<file path="config.mk">
export PLATFORM = sky130hd
export DESIGN_NAME = spi_nand_responder
export DESIGN_NICKNAME = d
export VERILOG_FILES = /design/src/rtl/spi_nand_pkg.sv /design/src/rtl/nand_spi_front.sv /design/src/rtl/nand_cmd_decoder.sv /design/src/rtl/nand_feature_regs.sv /design/src/rtl/spi_nand_responder.sv
export SDC_FILE = /design/constraint.sdc
export NUM_CORES = 1
export LEC_CHECK = 0
export BUFFER_PORTS_ARGS = -buffer_cell sky130_fd_sc_hd__buf_2
export CAP_MARGIN = 10
export CORE_AREA = 2 2 108 110
export DETAILED_ROUTE_END_ITERATION = 12
export DIE_AREA = 0 0 110 112
export GPL_ROUTABILITY_DRIVEN = 0
export SLEW_MARGIN = 20
export SYNTH_ARGS = -nofsm -noshare
export SYNTH_HDL_FRONTEND = slang
export SYNTH_HIERARCHICAL = 1
export SYNTH_SLANG_ARGS = --single-unit
</file>
<file path="constraint.sdc">
create_clock -name clk -period 6.9 [get_ports clk]
set_clock_uncertainty 0.05 [all_clocks]
set_input_delay 0.69 -clock clk [delete_from_list [all_inputs] [get_ports clk]]
set_output_delay 0.69 -clock clk [all_outputs]
set_load 0.02 [all_outputs]
</file>
<file path="src/rtl/spi_nand_pkg.sv">
package spi_nand_pkg;

  localparam logic [7:0] OP_GET_FEAT  = 8'h0F;
  localparam logic [7:0] OP_SET_FEAT  = 8'h1F;
  localparam logic [7:0] OP_WREN      = 8'h06;
  localparam logic [7:0] OP_WRDI      = 8'h04;
  localparam logic [7:0] OP_READ_ID   = 8'h9F;
  localparam logic [7:0] OP_RESET     = 8'hFF;
  localparam logic [7:0] OP_ERASE     = 8'hD8;
  localparam logic [7:0] OP_PROG_EXEC = 8'h10;
  localparam logic [7:0] OP_PAGE_READ = 8'h13;

  localparam logic [7:0] FA_CFG  = 8'hB0;
  localparam logic [7:0] FA_STAT = 8'hC0;
  localparam logic [7:0] FA_PROT = 8'hA0;

  localparam logic [7:0] MFR_CODE = 8'hC2;
  localparam logic [7:0] CAP_1G   = 8'h12;
  localparam logic [7:0] CAP_2G   = 8'h22;

  localparam logic [7:0] CFG_WMASK  = 8'hD1;
  localparam logic [7:0] PROT_WMASK = 8'hBF;
  localparam logic [7:0] CFG_RST    = 8'h10;
  localparam logic [7:0] PROT_RST   = 8'h38;
  localparam int         PROT_LOCK  = 7;

  // status layout: [5:4] ecc, [3] program fail, [2] erase fail, [1] latch, [0] busy
  function automatic logic [7:0] pack_status(input logic busy, input logic latch,
                                             input logic efail, input logic pfail,
                                             input logic [1:0] ecc);
    return {2'b00, ecc, pfail, efail, latch, busy};
  endfunction

  // byte returned at position pos of an identification frame
  function automatic logic [7:0] id_reply(input logic [7:0] pos, input logic high_cap);
    case (pos)
      8'd2:    return MFR_CODE;
      8'd3:    return high_cap ? CAP_2G : CAP_1G;
      default: return 8'h00;
    endcase
  endfunction

  function automatic logic is_array_op(input logic [7:0] op);
    return (op == OP_ERASE) || (op == OP_PROG_EXEC) || (op == OP_PAGE_READ);
  endfunction

  function automatic logic needs_latch(input logic [7:0] op);
    return (op == OP_ERASE) || (op == OP_PROG_EXEC);
  endfunction

endpackage

</file>
<file path="src/rtl/nand_spi_front.sv">
module nand_spi_front #(
  parameter int SYNC_STAGES = 2,
  parameter int IDX_W       = 3
) (
  input  logic             clk,
  input  logic             rst_n,
  input  logic             sck,
  input  logic             cs_n,
  input  logic             mosi,
  input  logic [7:0]       tx_byte,
  output logic             cs_act,
  output logic             byte_done,
  output logic [7:0]       rx_byte,
  output logic [IDX_W-1:0] rx_idx,
  output logic             miso
);

  localparam logic [IDX_W-1:0] IDX_MAX = {IDX_W{1'b1}};

  logic [SYNC_STAGES:0]   sck_sh;
  logic [SYNC_STAGES-1:0] cs_sh;
  logic [SYNC_STAGES-1:0] mosi_sh;

  always_ff @(posedge clk or negedge rst_n) begin
    if (!rst_n) begin
      sck_sh  <= '0;
      cs_sh   <= '1;
      mosi_sh <= '0;
    end else begin
      sck_sh  <= {sck_sh[SYNC_STAGES-1:0], sck};
      cs_sh   <= {cs_sh[SYNC_STAGES-2:0], cs_n};
      mosi_sh <= {mosi_sh[SYNC_STAGES-2:0], mosi};
    end
  end

  logic sck_now, sck_old, mosi_s, sck_rise, sck_fall;
  assign sck_now  = sck_sh[SYNC_STAGES-1];
  assign sck_old  = sck_sh[SYNC_STAGES];
  assign mosi_s   = mosi_sh[SYNC_STAGES-1];
  assign cs_act   = ~cs_sh[SYNC_STAGES-1];
  assign sck_rise = sck_now & ~sck_old;
  assign sck_fall = ~sck_now & sck_old;

  logic [2:0]       bit_cnt;
  logic [6:0]       shreg;
  logic [IDX_W-1:0] byte_idx;
  logic             miso_q;

  always_ff @(posedge clk or negedge rst_n) begin
    if (!rst_n) begin
      bit_cnt   <= '0;
      shreg     <= '0;
      byte_idx  <= '0;
      byte_done <= 1'b0;
      rx_byte   <= '0;
      rx_idx    <= '0;
      miso_q    <= 1'b0;
    end else begin
      byte_done <= 1'b0;
      if (!cs_act) begin
        bit_cnt  <= '0;
        byte_idx <= '0;
        miso_q   <= 1'b0;
      end else begin
        if (sck_rise) begin
          shreg   <= {shreg[5:0], mosi_s};
          bit_cnt <= bit_cnt + 3'd1;
          if (bit_cnt == 3'd7) begin
            byte_done <= 1'b1;
            rx_byte   <= {shreg, mosi_s};
            rx_idx    <= byte_idx;
            byte_idx  <= (byte_idx == IDX_MAX) ? IDX_MAX : byte_idx + 1'b1;
          end
        end
        if (sck_fall) begin
          miso_q <= tx_byte[3'd7 - bit_cnt];
        end
      end
    end
  end

  assign miso = miso_q;

endmodule

</file>
<file path="src/rtl/nand_cmd_decoder.sv">
module nand_cmd_decoder
  import spi_nand_pkg::*;
#(
  parameter bit HIGH_CAP = 1'b0,
  parameter int IDX_W    = 3
) (
  input  logic             clk,
  input  logic             rst_n,
  input  logic             cs_act,
  input  logic             byte_done,
  input  logic [7:0]       rx_byte,
  input  logic [IDX_W-1:0] rx_idx,
  input  logic             oip,
  input  logic             wel,
  input  logic [7:0]       cfg_val,
  input  logic [7:0]       prot_val,
  input  logic [7:0]       stat_val,
  output logic [7:0]       tx_byte,
  output logic             wren_stb,
  output logic             wrdi_stb,
  output logic             reset_stb,
  output logic             feat_wr_stb,
  output logic [7:0]       feat_addr,
  output logic [7:0]       feat_data,
  output logic             arr_launch,
  output logic             arr_is_wr
);

  logic [7:0] op_q, addr_q;
  logic       acc_q;

  logic at0, at1, at2, at3;
  assign at0 = byte_done && (rx_idx == IDX_W'(0));
  assign at1 = byte_done && (rx_idx == IDX_W'(1));
  assign at2 = byte_done && (rx_idx == IDX_W'(2));
  assign at3 = byte_done && (rx_idx == IDX_W'(3));

  // commands other than status polling and reset are refused while busy
  logic accept_now;
  assign accept_now = !oip || (rx_byte == OP_GET_FEAT) || (rx_byte == OP_RESET);

  assign wren_stb    = at0 && accept_now && (rx_byte == OP_WREN);
  assign wrdi_stb    = at0 && accept_now && (rx_byte == OP_WRDI);
  assign reset_stb   = at0 && (rx_byte == OP_RESET);
  assign feat_wr_stb = at2 && acc_q && !oip && (op_q == OP_SET_FEAT);
  assign feat_addr   = addr_q;
  assign feat_data   = rx_byte;
  assign arr_is_wr   = needs_latch(op_q);
  assign arr_launch  = at3 && acc_q && !oip && is_array_op(op_q) &&
                       (!needs_latch(op_q) || wel);

  function automatic logic [7:0] feat_read(input logic [7:0] a);
    case (a)
      FA_CFG:  return cfg_val;
      FA_STAT: return stat_val;
      FA_PROT: return prot_val;
      default: return 8'h00;
    endcase
  endfunction

  logic [7:0]       cur_op, cur_addr, next_tx;
  logic             cur_acc;
  logic [IDX_W-1:0] nxt_pos;

  assign cur_op   = at0 ? rx_byte : op_q;
  assign cur_acc  = at0 ? accept_now : acc_q;
  assign cur_addr = at1 ? rx_byte : addr_q;
  assign nxt_pos  = rx_idx + 1'b1;

  always_comb begin
    next_tx = 8'h00;
    if (cur_acc) begin
      if ((cur_op == OP_GET_FEAT) && (rx_idx != IDX_W'(0))) begin
        next_tx = feat_read(cur_addr);
      end else if (cur_op == OP_READ_ID) begin
        next_tx = id_reply(8'(nxt_pos), HIGH_CAP);
      end
    end
  end

  always_ff @(posedge clk or negedge rst_n) begin
    if (!rst_n) begin
      op_q    <= '0;
      addr_q  <= '0;
      acc_q   <= 1'b0;
      tx_byte <= '0;
    end else if (!cs_act) begin
      op_q    <= '0;
      acc_q   <= 1'b0;
      tx_byte <= '0;
    end else if (byte_done) begin
      if (at0) begin
        op_q  <= rx_byte;
        acc_q <= accept_now;
      end
      if (at1) begin
        addr_q <= rx_byte;
      end
      tx_byte <= next_tx;
    end
  end

endmodule

</file>
<file path="src/rtl/nand_feature_regs.sv">
module nand_feature_regs
  import spi_nand_pkg::*;
#(
  parameter int BUSY_W       = 16,
  parameter int RESET_CYCLES = 40
) (
  input  logic              clk,
  input  logic              rst_n,
  input  logic              wren_stb,
  input  logic              wrdi_stb,
  input  logic              reset_stb,
  input  logic              feat_wr_stb,
  input  logic [7:0]        feat_addr,
  input  logic [7:0]        feat_data,
  input  logic              arr_launch,
  input  logic              arr_is_wr,
  input  logic [BUSY_W-1:0] busy_cycles,
  output logic [7:0]        cfg_val,
  output logic [7:0]        prot_val,
  output logic [7:0]        stat_val,
  output logic              oip,
  output logic              wel,
  output logic              op_done,
  output logic              done_was_wr
);

  localparam int                RST_N    = (RESET_CYCLES < 1) ? 1 : RESET_CYCLES;
  localparam logic [BUSY_W-1:0] RST_LOAD = RST_N[BUSY_W-1:0];
  localparam logic [BUSY_W-1:0] ONE      = BUSY_W'(1);

  function automatic logic [BUSY_W-1:0] clamp_load(input logic [BUSY_W-1:0] n);
    return (n == '0) ? ONE : n;
  endfunction

  logic [BUSY_W-1:0] cnt;
  logic              kind_wr;

  assign op_done     = oip && (cnt == ONE);
  assign done_was_wr = op_done && kind_wr;
  assign stat_val    = pack_status(oip, wel, 1'b0, 1'b0, 2'b00);

  always_ff @(posedge clk or negedge rst_n) begin
    if (!rst_n) begin
      cfg_val  <= CFG_RST;
      prot_val <= PROT_RST;
      wel      <= 1'b0;
      oip      <= 1'b0;
      cnt      <= '0;
      kind_wr  <= 1'b0;
    end else if (reset_stb) begin
      wel     <= 1'b0;
      oip     <= 1'b1;
      cnt     <= RST_LOAD;
      kind_wr <= 1'b0;
    end else begin
      if (op_done) begin
        oip <= 1'b0;
        cnt <= '0;
        if (kind_wr) wel <= 1'b0;
      end else if (oip) begin
        cnt <= cnt - ONE;
      end
      if (arr_launch) begin
        oip     <= 1'b1;
        cnt     <= clamp_load(busy_cycles);
        kind_wr <= arr_is_wr;
      end
      if (wren_stb) wel <= 1'b1;
      if (wrdi_stb) wel <= 1'b0;
      if (feat_wr_stb) begin
        case (feat_addr)
          FA_CFG: cfg_val <= feat_data & CFG_WMASK;
          FA_PROT: begin
            if (!prot_val[PROT_LOCK]) prot_val <= feat_data & PROT_WMASK;
          end
          default: ;
        endcase
      end
    end
  end

endmodule

</file>
<file path="src/rtl/spi_nand_responder.sv">
module spi_nand_responder #(
  parameter bit HIGH_CAP     = 1'b0,
  parameter int BUSY_W       = 16,
  parameter int RESET_CYCLES = 40,
  parameter int SYNC_STAGES  = 2
) (
  input  logic              clk,
  input  logic              rst_n,
  input  logic [BUSY_W-1:0] busy_cycles,
  input  logic              sck,
  input  logic              cs_n,
  input  logic              mosi,
  output logic              miso
);

  localparam int IDX_W = 3;

  logic             cs_act, byte_done;
  logic [7:0]       rx_byte, tx_byte;
  logic [IDX_W-1:0] rx_idx;
  logic             wren_stb, wrdi_stb, reset_stb, feat_wr_stb;
  logic [7:0]       feat_addr, feat_data;
  logic             arr_launch, arr_is_wr;
  logic [7:0]       cfg_val, prot_val, stat_val;
  logic             oip, wel, op_done, done_was_wr;

  nand_spi_front #(.SYNC_STAGES(SYNC_STAGES), .IDX_W(IDX_W)) u_front (
    .clk(clk), .rst_n(rst_n), .sck(sck), .cs_n(cs_n), .mosi(mosi),
    .tx_byte(tx_byte), .cs_act(cs_act), .byte_done(byte_done),
    .rx_byte(rx_byte), .rx_idx(rx_idx), .miso(miso)
  );

  nand_cmd_decoder #(.HIGH_CAP(HIGH_CAP), .IDX_W(IDX_W)) u_dec (
    .clk(clk), .rst_n(rst_n), .cs_act(cs_act), .byte_done(byte_done),
    .rx_byte(rx_byte), .rx_idx(rx_idx), .oip(oip), .wel(wel),
    .cfg_val(cfg_val), .prot_val(prot_val), .stat_val(stat_val),
    .tx_byte(tx_byte), .wren_stb(wren_stb), .wrdi_stb(wrdi_stb),
    .reset_stb(reset_stb), .feat_wr_stb(feat_wr_stb), .feat_addr(feat_addr),
    .feat_data(feat_data), .arr_launch(arr_launch), .arr_is_wr(arr_is_wr)
  );

  nand_feature_regs #(.BUSY_W(BUSY_W), .RESET_CYCLES(RESET_CYCLES)) u_regs (
    .clk(clk), .rst_n(rst_n), .wren_stb(wren_stb), .wrdi_stb(wrdi_stb),
    .reset_stb(reset_stb), .feat_wr_stb(feat_wr_stb), .feat_addr(feat_addr),
    .feat_data(feat_data), .arr_launch(arr_launch), .arr_is_wr(arr_is_wr),
    .busy_cycles(busy_cycles), .cfg_val(cfg_val), .prot_val(prot_val),
    .stat_val(stat_val), .oip(oip), .wel(wel), .op_done(op_done),
    .done_was_wr(done_was_wr)
  );

endmodule

</file>
==> results of run 1 <==
synthesized netlist by cell type, drive strengths merged (4+ instances only):
master	number
nor4b	5
and2	6
mux2i	14
nor3b	10
a22o	6
a21oi	19
a21boi	8
inv	14
o22ai	5
nand2	41
nor2b	7
mux2	36
nor3	17
or3	4
ha	6
nand3	12
a31oi	6
nor2	24
o211ai	6
nand2b	5
dfstp	6
buf	26
clkbuf	8
xnor2	6
o21ai	18
dfrtp	82
nor4	14
worst max-delay path by stage:
stage | slack (ns) | endpoint | cells after the start | startpoint
2_1_floorplan | 4.53 | u_regs/kind_wr | 9 | u_dec/op_q[5]
3_3_place_gp | 4.14 | u_regs/cfg_val[6] | 8 | u_front/rx_idx[2]
3_5_place_dp | 4.10 | u_regs/prot_val[2] | 6 | u_front/rx_byte[4]
4_1_cts | 4.07 | u_regs/prot_val[2] | 6 | u_front/rx_byte[4]
5_1_grt | 3.83 | u_regs/cfg_val[0] | 8 | u_front/rx_idx[2]
6_report | 4.04 | u_regs/prot_val[2] | 6 | u_front/rx_byte[4]
worst max-delay path: stages, from the launching register on:
cell      delay [ns]
dfrtp_1         0.53
and4_1          0.28
and3_1          0.46
nor3b_1         0.36
nand4b_1        0.23
nor3_2          0.43
mux2_2          0.40
flip-flops by register name (all words and copies together), names as in the netlist, 3 cells and up:
signal,cells
u_front/shreg,7
u_front/sck_sh,3
u_dec/tx_byte,8
u_regs/prot_val,7
u_regs/cfg_val,4
u_dec/op_q,8
u_front/rx_byte,8
u_dec/feat_addr,8
u_front/bit_cnt,3
u_front/rx_idx,3
u_front/byte_idx,3
u_regs/cnt,16
stage by stage:
stage	util [%]	total power (W)
after CTS	48.1	0.00115
after floorplan	-	0.000585
after global placement	44.9	0.000606
final	48.1	0.00114
after global routing	48.1	0.00119
after detailed placement	45.1	0.000611
cell usage in the layout, fill, tap and decap left out, types with 7 or more instances in the layout:
| cell | count |
|---|---|
| nor2_1 | 22 |
| a21oi_1 | 19 |
| nand3_1 | 11 |
| nor3b_1 | 8 |
| clkbuf_16 | 9 |
| conb_1 | 11 |
| dfrtp_1 | 82 |
| mux2_2 | 26 |
| nor3_1 | 15 |
| mux2_4 | 10 |
| buf_2 | 20 |
| mux2i_1 | 13 |
| nor2b_1 | 7 |
| a21boi_0 | 8 |
| nor4_1 | 11 |
| nand2_1 | 41 |
| o21ai_0 | 17 |
| inv_1 | 13 |
area by class of cell:
| cell class | instances | share of cell area [%] |
|---|---|---|
| clock buffer | 12 | 4.77 |
| multi-input combinational | 336 | 45.6 |
| timing repair buffer | 24 | 2.79 |
| clock inverter | 4 | 1.42 |
| sequential | 88 | 41.1 |
| tap | 143 | 3.33 |
| inverter | 14 | 0.977 |
layer usage:
| layer | vias up | share of wire, % | wire (µm) |
|---|---|---|---|
| met3 | 20 | 4.4 | 491 |
| met4 | 0 | 2.1 | 239 |
| li1 | 1699 | - | - |
| met5 | - | 0 | 0 |
| met1 | 1795 | 46 | 5160 |
| met2 | 88 | 48 | 5330 |
kinds of logic after synthesis:
| kind of cell | count (synthesis) |
|---|---|
| AOI/OAI and AO/OA | 92 |
| xor gates and xnor gates | 7 |
| adders and majority gates | 6 |
| buffers and inverters | 48 |
| DFF | 88 |
| muxes | 51 |
| other | 1 |
| and+or+nand+nor | 169 |
power by group through the flow:
| stage | Combinational [W] | Clock [W] | Sequential, W |
|---|---|---|---|
| 3_5_place_dp | 0.0000482 | 0 | 0.000562 |
| 4_1_cts | 0.0000485 | 0.000552 | 0.000553 |
| 2_1_floorplan | 0.0000293 | 0 | 0.000556 |
| 3_3_place_gp | 0.0000446 | 0 | 0.000561 |
| 6_report | 0.0000466 | 0.000540 | 0.000552 |
| 5_1_grt | 0.0000531 | 0.000578 | 0.000555 |
==> flow_summary_export.csv, run 1 <==
group,metric,value,unit
routing,dr.first_iter.drc_count,251,
setup_path,endpoint_kind,"register",
global_routing,antenna_found_initial,0,
logic_synthesis,synth_mux_area_share,12.6,%
logic_synthesis,synthXorXnorAreaFrac,1.25,%
timing,setup_viol,0,
power,p_per_area,212,nW/µm²
setup_path,rrSetupSlack,4.04,ns
die,ios,22,
clocking,insertion_delay,0.35,ns
routing,drcViolationCount,0,
clocking,numClockSinks,88,
power,clkPwrFrac,47.4,%
finish,antenna_cells,0,
clocking,htree_levels,3,
setup_path,arrival,3.04,ns
logic_synthesis,synth_ff_type,"dfrtp_1",
placement,place_ws,4.10,ns
routing,avgViaCountPerCell,5.80,
logic_synthesis,synthArstFlopShare,100,%
routing,wl_per_cell,18.1,µm
global_routing,grtUsageMet3,4.57,%
timing,fmax,349,MHz
routing,ant_nets,0,
logic_synthesis,syn_area,4910,µm²
setup_path,worstSetupStartpointType,"register",
timing,hold_viol_final,0,
logic_synthesis,synth_compound_area_share,12.7,%
routing,drt-total-wl,11.2,mm
die,initial_core_util,44.0,%
global_routing,grt_max_degree,54,
global_routing,top_usage_layer,"met2",
clocking,postCtsHoldBufs,0,
die,dieArea,12300,µm²
logic_synthesis,ys_seq_area_share,45.0,%
run,cap_violations,0,
placement,dp_hpwl,7.99,mm
power,p_int,0.000898,W
power,p_comb_share,4.1,%
setup_path,required,7.07,ns
setup_path,r2r-end,"u_regs/prot_val[2]",
die,die_x,110,µm
placement,io_buffers,21,
finish,multi_input_area,2450,µm²
finish,regArea,2210,µm²
logic_synthesis,postSynthCellCount,462,
logic_synthesis,synth_area_per_cell,10.6,µm²
global_routing,grt_pass1_vias,3638,
die,die_y,112,µm
timing,tns,0,ns
logic_synthesis,synthAdderAreaFrac,1.53,%
global_routing,grt_usage,19.8,%
global_routing,use_met2,29.9,%
hold_path,hold_class,"in2async",
logic_synthesis,synth.top_cells.by_area,"dfrtp_1 (42%), mux2_2 (6.0%), dfstp_2 (3.2%)",
setup_path,critPathKind,"reg2reg",
die,row_count,39,
finish,area_growth,9.45,%
timing,setup_ws,4.04,ns
routing,num_vias,3602,
global_routing,grt-ovfl-total,0,
clocking,path_clk_slew,0.07,ns
power,swShare,21.2,%
setup_path,crit_path_max_fanout,22,
logic_synthesis,yosys.cell_types.count,81,
setup_path,rr_worst_depth,6,
logic_synthesis,yosys_warnings,6,
power,p_seq_share,48.5,%
finish,instances_no_fill,621,
timing,whs,0.242,ns
finish,fin_nets,500,
status,status,"completed",
placement,dpl_cell_area,5040,µm²
logic_synthesis,synth_top_area_share,41.8,%
timing,slew_headroom,43.2,%
clocking,post_cts_buffers,0,
timing,tightest_slew,0.852,ns
setup_path,r2r-start,"u_front/rx_byte[4]",
timing,post-route-period-util,41.5,%
logic_synthesis,netlist.top_cell.by_area,"dfrtp_1",
logic_synthesis,synth-edff-count,0,
clocking,clockBufferDepth,2,
clocking,cts-resized-gates,0,
power,ir_drop,0.000191,V
timing,slew_violations,0,
power,power.switching,0.000241,W
logic_synthesis,synth_top_family_by_area,"simple AND/OR/NAND/NOR gates",
clocking,root_buffer,"clkbuf_16",
clocking,cts_tree,"done",
die,core_area,11200,µm²
global_routing,grt_pass1_wl,18.8,mm
global_routing,grtUsageMet1,27.4,%
logic_synthesis,yosys_register_bits,88,
finish,fill_cells,1007,
finish,drive_gt1_share,22.2,%
finish,final_area,5380,µm²
power,p_leak,2.32,nW
logic_synthesis,synth-simple-area-share,21.0,%
placement,dp_cells,605,
timing,period_needed,2.86,ns
clocking,cts_made_buffers,9,
routing,drt_first_pass_iters,4,
timing,rsz0062_at_grt,"no",
Note: power is estimated with default switching activity, not from simulation.
==> run 2: changes to the inputs <==
clock period = 2.6 ns   (was 6.9 ns; I/O delays follow)
==> run 2 against run 1 <==
Routed wire length down 0.58%. Final area up 2.6%. Clock power up 120%. Fmax up 15%. Sequential power rose to 2.6 times the previous value. Setup slack worse by 3.9 ns. Register-to-register slack worse by 3.9 ns. Worst hold slack worse by 0.098 ns. Count of clock-buffer cells in the layout down 1. Core utilization up 1.3 points.
==> flow_summary_export.csv, run 2 (synthesized netlist as in run 1, its figures left out) <==
group,metric,value,unit
timing,tightest_slew,0.699,ns
placement,place_ws,0.118,ns
finish,fin_nets,525,
clocking,insertion_delay,0.35,ns
clocking,root_buffer,"clkbuf_16",
power,p_leak,2.43,nW
routing,ant_nets,0,
timing,fmax,400,MHz
clocking,numClockSinks,88,
power,p_per_area,507,nW/µm²
timing,tns,0,ns
routing,drt-total-wl,11.2,mm
timing,hold_viol_final,0,
routing,drcViolationCount,0,
clocking,htree_levels,3,
clocking,post_cts_buffers,0,
run,cap_violations,0,
finish,layout_commonest_cell,"dfrtp_1",
finish,most-common-layout-cells,"dfrtp_1 (82), nand2_1 (41), mux2_2 (26), buf_4 (24), nor2_1 (22)",
power,p_int,0.00215,W
hold_path,worstHoldStart,"busy_cycles[6]",
finish,antenna_cells,0,
setup_path,path_buf_inv,0,
timing,rsz0062_at_grt,"no",
global_routing,grt-ovfl-total,0,
setup_path,crit_path_cell_trace,"and4bb_1 -> mux2i_4 -> mux2i_1 -> o211ai_1 -> a22o_1",
placement,dp_hpwl,7.85,mm
global_routing,antenna_found_initial,0,
placement,io_buffers,21,
setup_path,cpPeakStageDelay,0.55,ns
clocking,clockBufferDepth,2,
global_routing,grt_pass1_vias,3645,
timing,post-route-period-util,96.1,%
setup_path,worstSetupStartpointType,"register",
finish,drive_gt1_share,25.4,%
clocking,cts_made_buffers,9,
power,swShare,23.2,%
power,power.switching,0.000651,W
power,p_comb_share,4.5,%
status,status,"completed",
die,die_y,112,µm
die,dieArea,12300,µm²
setup_path,critPathKind,"reg2reg",
finish,largest_reg_flops,16,
power,p_seq_share,52.3,%
setup_path,startpoint,"u_front/rx_idx[1]",
die,die_x,110,µm
timing,slew_violations,0,
routing,num_vias,3709,
hold_path,hold_class,"in2reg",
timing,setup_viol,0,
die,row_count,39,
routing,avgViaCountPerCell,5.74,
die,initial_core_util,44.0,%
finish,area_growth,12.3,%
routing,wl_per_cell,17.3,µm
power,clkPwrFrac,43.2,%
setup_path,required,2.78,ns
global_routing,grt_usage,19.4,%
setup_path,endpoint_kind,"register",
setup_path,arrival,2.68,ns
timing,setup_ws,0.102,ns
die,core_area,11200,µm²
finish,largest_register,"u_regs/cnt",
routing,dr.first_iter.drc_count,335,
clocking,path_clk_slew,0.07,ns
die,ios,22,
timing,period_needed,2.50,ns
routing,drt_first_pass_iters,4,
setup_path,crit_path_max_fanout,9,
setup_path,critPathTopFamily,"multiplexers",
clocking,cts_tree,"done",
global_routing,grt_max_degree,46,
setup_path,r2r-start,"u_front/rx_idx[1]",
global_routing,grt_pass1_wl,18.3,mm
setup_path,crit_slowest_cell,"and4bb_1",
timing,slew_headroom,52.2,%
power,ir_drop,0.000313,V
-- run 2: worst paths after layout --
path | endpoint | slack [ns] | depth (start not counted)
worst max register to register | u_dec/tx_byte[6] | 0.10 | 5
min in group asynchronous | u_regs/cnt[14] | 0.40 | 2
max in group asynchronous | u_regs/prot_val[5] | 1.40 | 3
worst max-delay path | u_dec/tx_byte[6] | 0.10 | 5
worst min-delay path | u_regs/cnt[6] | 0.14 | 3
worst min register to register | u_front/sck_sh[1] | 0.30 | 0
-- run 2: power groups by stage --
stage                     Clock, W  Sequential, W  Combinational [W]
after floorplan                  0        0.00148          0.0000778
after global placement           0        0.00149           0.000122
after detailed placement         0        0.00149           0.000125
after CTS                  0.00124        0.00146           0.000131
after global routing       0.00132        0.00147           0.000147
final                      0.00121        0.00146           0.000127
-- run 2: layer usage --
metal | up-vias | global-route usage (%) | share of wire (%)
met3 | 15 | 3.16 | 3.8
met1 | 1837 | 27.7 | 48
li1 | 1756 | - | -
met4 | 0 | 8.02 | 1.9
met2 | 101 | 29.0 | 46
met5 | - | 0 | 0
-- run 2: area by class of cell --
type                    instances  area (µm²)
inverters                      14        52.6
well taps                     143         179
clock buffers                  11         233
multi-input cells             336        2460
fillers                      1006        5660
repair buffers                 49         340
clock inverters                 5        41.3
flip-flops and latches         88        2210
-- run 2: per-stage QoR --
step / hold WS (ns) / total power [W] / instance area (µm²) / util [%] / instances
detailed placement: 0.243 / 0.00161 / 5190 / 46.5 / 626
finish: 0.143 / 0.00280 / 5520 / 49.4 / 646
CTS: 0.119 / 0.00284 / 5510 / 49.3 / 646
global placement: 0.243 / 0.00161 / 5190 / 46.5 / 626
global route: 0.145 / 0.00293 / 5520 / 49.4 / 646
floorplan: -0.0856 / 0.00155 / 4950 / - / 472
-- run 2: tightest hold or removal path: stages --
cell and delay, ns:
buf_2 0.10, a221oi_1 0.07, o21ai_0 0.07
-- run 2: what timing repair did --
item	in CTS	in global routing
hold endpoints to repair	44	0
endpoints found under the setup margin	0	6
hold buffers	4	0
gates resized for setup	0	2
==> run 3: changes to the inputs <==
clock period = 3 ns   (was 2.6 ns; I/O delays follow)
==> run 3 against run 2 <==
Power decreased by 9.9%. Clock power down 5%. Combinational power fell by 17%. First-iteration DRC count fell by 12%. Register-to-register slack better by 0.26 ns. Sequential power down 13%. Setup slack gained 0.26 ns. Non-clock buffer count shrank 9. Core utilization down 0.53 points. Die area unchanged. Worst hold slack improved by 0.023 ns.
==> flow_summary_export.csv, run 3 (synthesized netlist as in run 1, its figures left out) <==
group,metric,value,unit
timing,rsz0062_at_grt,"no",
global_routing,grt_pass1_vias,3572,
clocking,htree_levels,3,
finish,antenna_cells,0,
timing,setup_viol,0,
setup_path,r2r-start,"u_dec/op_q[6]",
clocking,path_clk_slew,0.07,ns
timing,hold_viol_final,0,
power,p_comb_share,4.2,%
finish,multi_input_area,2450,µm²
setup_path,r2r-end,"u_regs/prot_val[2]",
timing,fmax,379,MHz
placement,place_ws,0.404,ns
setup_path,arrival,2.82,ns
power,swShare,23.0,%
die,row_count,39,
global_routing,grt-ovfl-total,0,
finish,largest_register,"u_regs/cnt",
hold_path,hold_class,"in2reg",
power,p_leak,2.38,nW
timing,tightest_slew,0.794,ns
setup_path,critPathKind,"reg2reg",
placement,dp_cells,617,
clocking,cts_made_buffers,9,
clocking,cts_tree,"done",
finish,fill_cells,1016,
placement,dp_hpwl,7.79,mm
finish,instances_no_fill,637,
finish,regArea,2210,µm²
hold_path,worstHoldEndpoint,"u_regs/cnt[7]",
power,p_seq_share,50.3,%
timing,slew_violations,0,
die,core_area,11200,µm²
setup_path,path_buf_inv,0,
finish,layout_commonest_cell,"dfrtp_1",
timing,slew_headroom,47.1,%
hold_path,worstHoldStart,"busy_cycles[7]",
timing,post-route-period-util,88.0,%
hold_path,holdPathStages,3,
clocking,root_buffer,"clkbuf_16",
routing,avgViaCountPerCell,5.72,
timing,setup_ws,0.359,ns
die,die_y,112,µm
finish,drive_gt1_share,24.1,%
setup_path,crit_path_cell_trace,"nand3b_1 -> or3_1 -> nor3_1 -> nor3b_1 -> nand4b_1 -> nor3_2 -> mux2_2",
timing,whs,0.166,ns
setup_path,critPathTopFamily,"simple AND/OR/NAND/NOR gates",
die,initial_core_util,44.0,%
status,status,"completed",
power,clkPwrFrac,45.5,%
routing,dr.first_iter.drc_count,296,
clocking,insertion_delay,0.35,ns
routing,drt_first_pass_iters,4,
routing,num_vias,3645,
setup_path,crit_slowest_cell,"nor3_2",
power,ir_drop,0.000378,V
routing,wl_per_cell,17.3,µm
power,power.switching,0.000579,W
global_routing,antenna_found_initial,0,
finish,fin_nets,516,
finish,largest_reg_flops,16,
placement,dpl_cell_area,5110,µm²
run,cap_violations,0,
power,p_int,0.00194,W
global_routing,grt_max_degree,87,
placement,io_buffers,21,
setup_path,crit_path_max_fanout,6,
routing,drcViolationCount,0,
setup_path,path_depth,7,
routing,ant_nets,0,
routing,drt-total-wl,11.0,mm
global_routing,grt_pass1_wl,18.5,mm
setup_path,rr_worst_depth,7,
timing,tns,0,ns
clocking,numClockSinks,88,
setup_path,startpoint,"u_dec/op_q[6]",
die,ios,22,
setup_path,endpoint_kind,"register",
die,die_x,110,µm
die,dieArea,12300,µm²
finish,area_growth,11.1,%
finish,final_area,5460,µm²
power,p_per_area,462,nW/µm²
setup_path,worstSetupStartpointType,"register",
global_routing,grt_usage,19.6,%
clocking,clockBufferDepth,2,
finish,most-common-layout-cells,"dfrtp_1 (82), nand2_1 (41), mux2_2 (26), nor2_1 (22), buf_2 (20)",
setup_path,cpPeakStageDelay,0.41,ns
setup_path,rrSetupSlack,0.36,ns
timing,period_needed,2.64,ns
setup_path,required,3.18,ns
[run 3: cell count changes in the layout (fill, tap and decap cells not counted), sizes merged]
cell      previous run  this run
clkinvlp             1         2
buf                 45        36
bufinv               0         1
clkbuf              11         9
inv                 16        17
clkinv               2         1
[run 3: worst max-delay path by stage]
| stage | slack [ns] | to |
|---|---|---|
| 3_5_place_dp | 0.40 | u_regs/prot_val[2] |
| 6_report | 0.36 | u_regs/prot_val[2] |
| 3_3_place_gp | 0.45 | u_regs/prot_val[0] |
| 4_1_cts | 0.38 | u_regs/prot_val[2] |
| 2_1_floorplan | 0.63 | u_regs/kind_wr |
| 5_1_grt | 0.23 | u_regs/cnt[6] |
[run 3: what timing repair did]
| action | CTS | global route |
|---|---|---|
| hold buffers | 2 | 2 |
| hold endpoints to repair | 2 | 3 |
| resized for setup | 0 | 0 |
| setup buffers | 0 | 0 |
[run 3: stage by stage]
stage / total power, W / utilization, %
2_1_floorplan: 0.00135 / -
4_1_cts: 0.00256 / 48.6
3_3_place_gp: 0.00139 / 45.8
6_report: 0.00252 / 48.9
3_5_place_dp: 0.00140 / 45.8
5_1_grt: 0.00263 / 48.9
[run 3: layer usage]
| metal | up-vias | global-route usage, % | share of wire (%) |
|---|---|---|---|
| li1 | 1735 | - | - |
| met1 | 1815 | 28.6 | 49 |
| met5 | - | 0 | 0 |
| met2 | 79 | 27.8 | 46 |
| met4 | 0 | 7.76 | 1.7 |
| met3 | 16 | 4.92 | 3.9 |
[run 3: power groups by stage]
| stage | logic, W | clock network, W | registers (W) |
|---|---|---|---|
| after floorplan | 0.0000674 | 0 | 0.00128 |
| after CTS | 0.000107 | 0.00118 | 0.00127 |
| after global placement | 0.000103 | 0 | 0.00129 |
| final | 0.000106 | 0.00115 | 0.00127 |
| after global routing | 0.000123 | 0.00123 | 0.00128 |
| after detailed placement | 0.000104 | 0 | 0.00129 |
[run 3: cell type report]
class,count,share of cell area [%]
clock inverter,7,1.40
tap,143,3.28
sequential,88,40.5
timing repair buffer,40,4.84
multi-input combinational,336,44.9
clock buffer,9,4.13
inverter,14,0.963
[run 3: tightest hold or removal path, delay by kind of cell]
kind	cells	cell delay (ns)
compound gates	1	0.07
buf+inv	1	0.10
simple gates	1	0.06
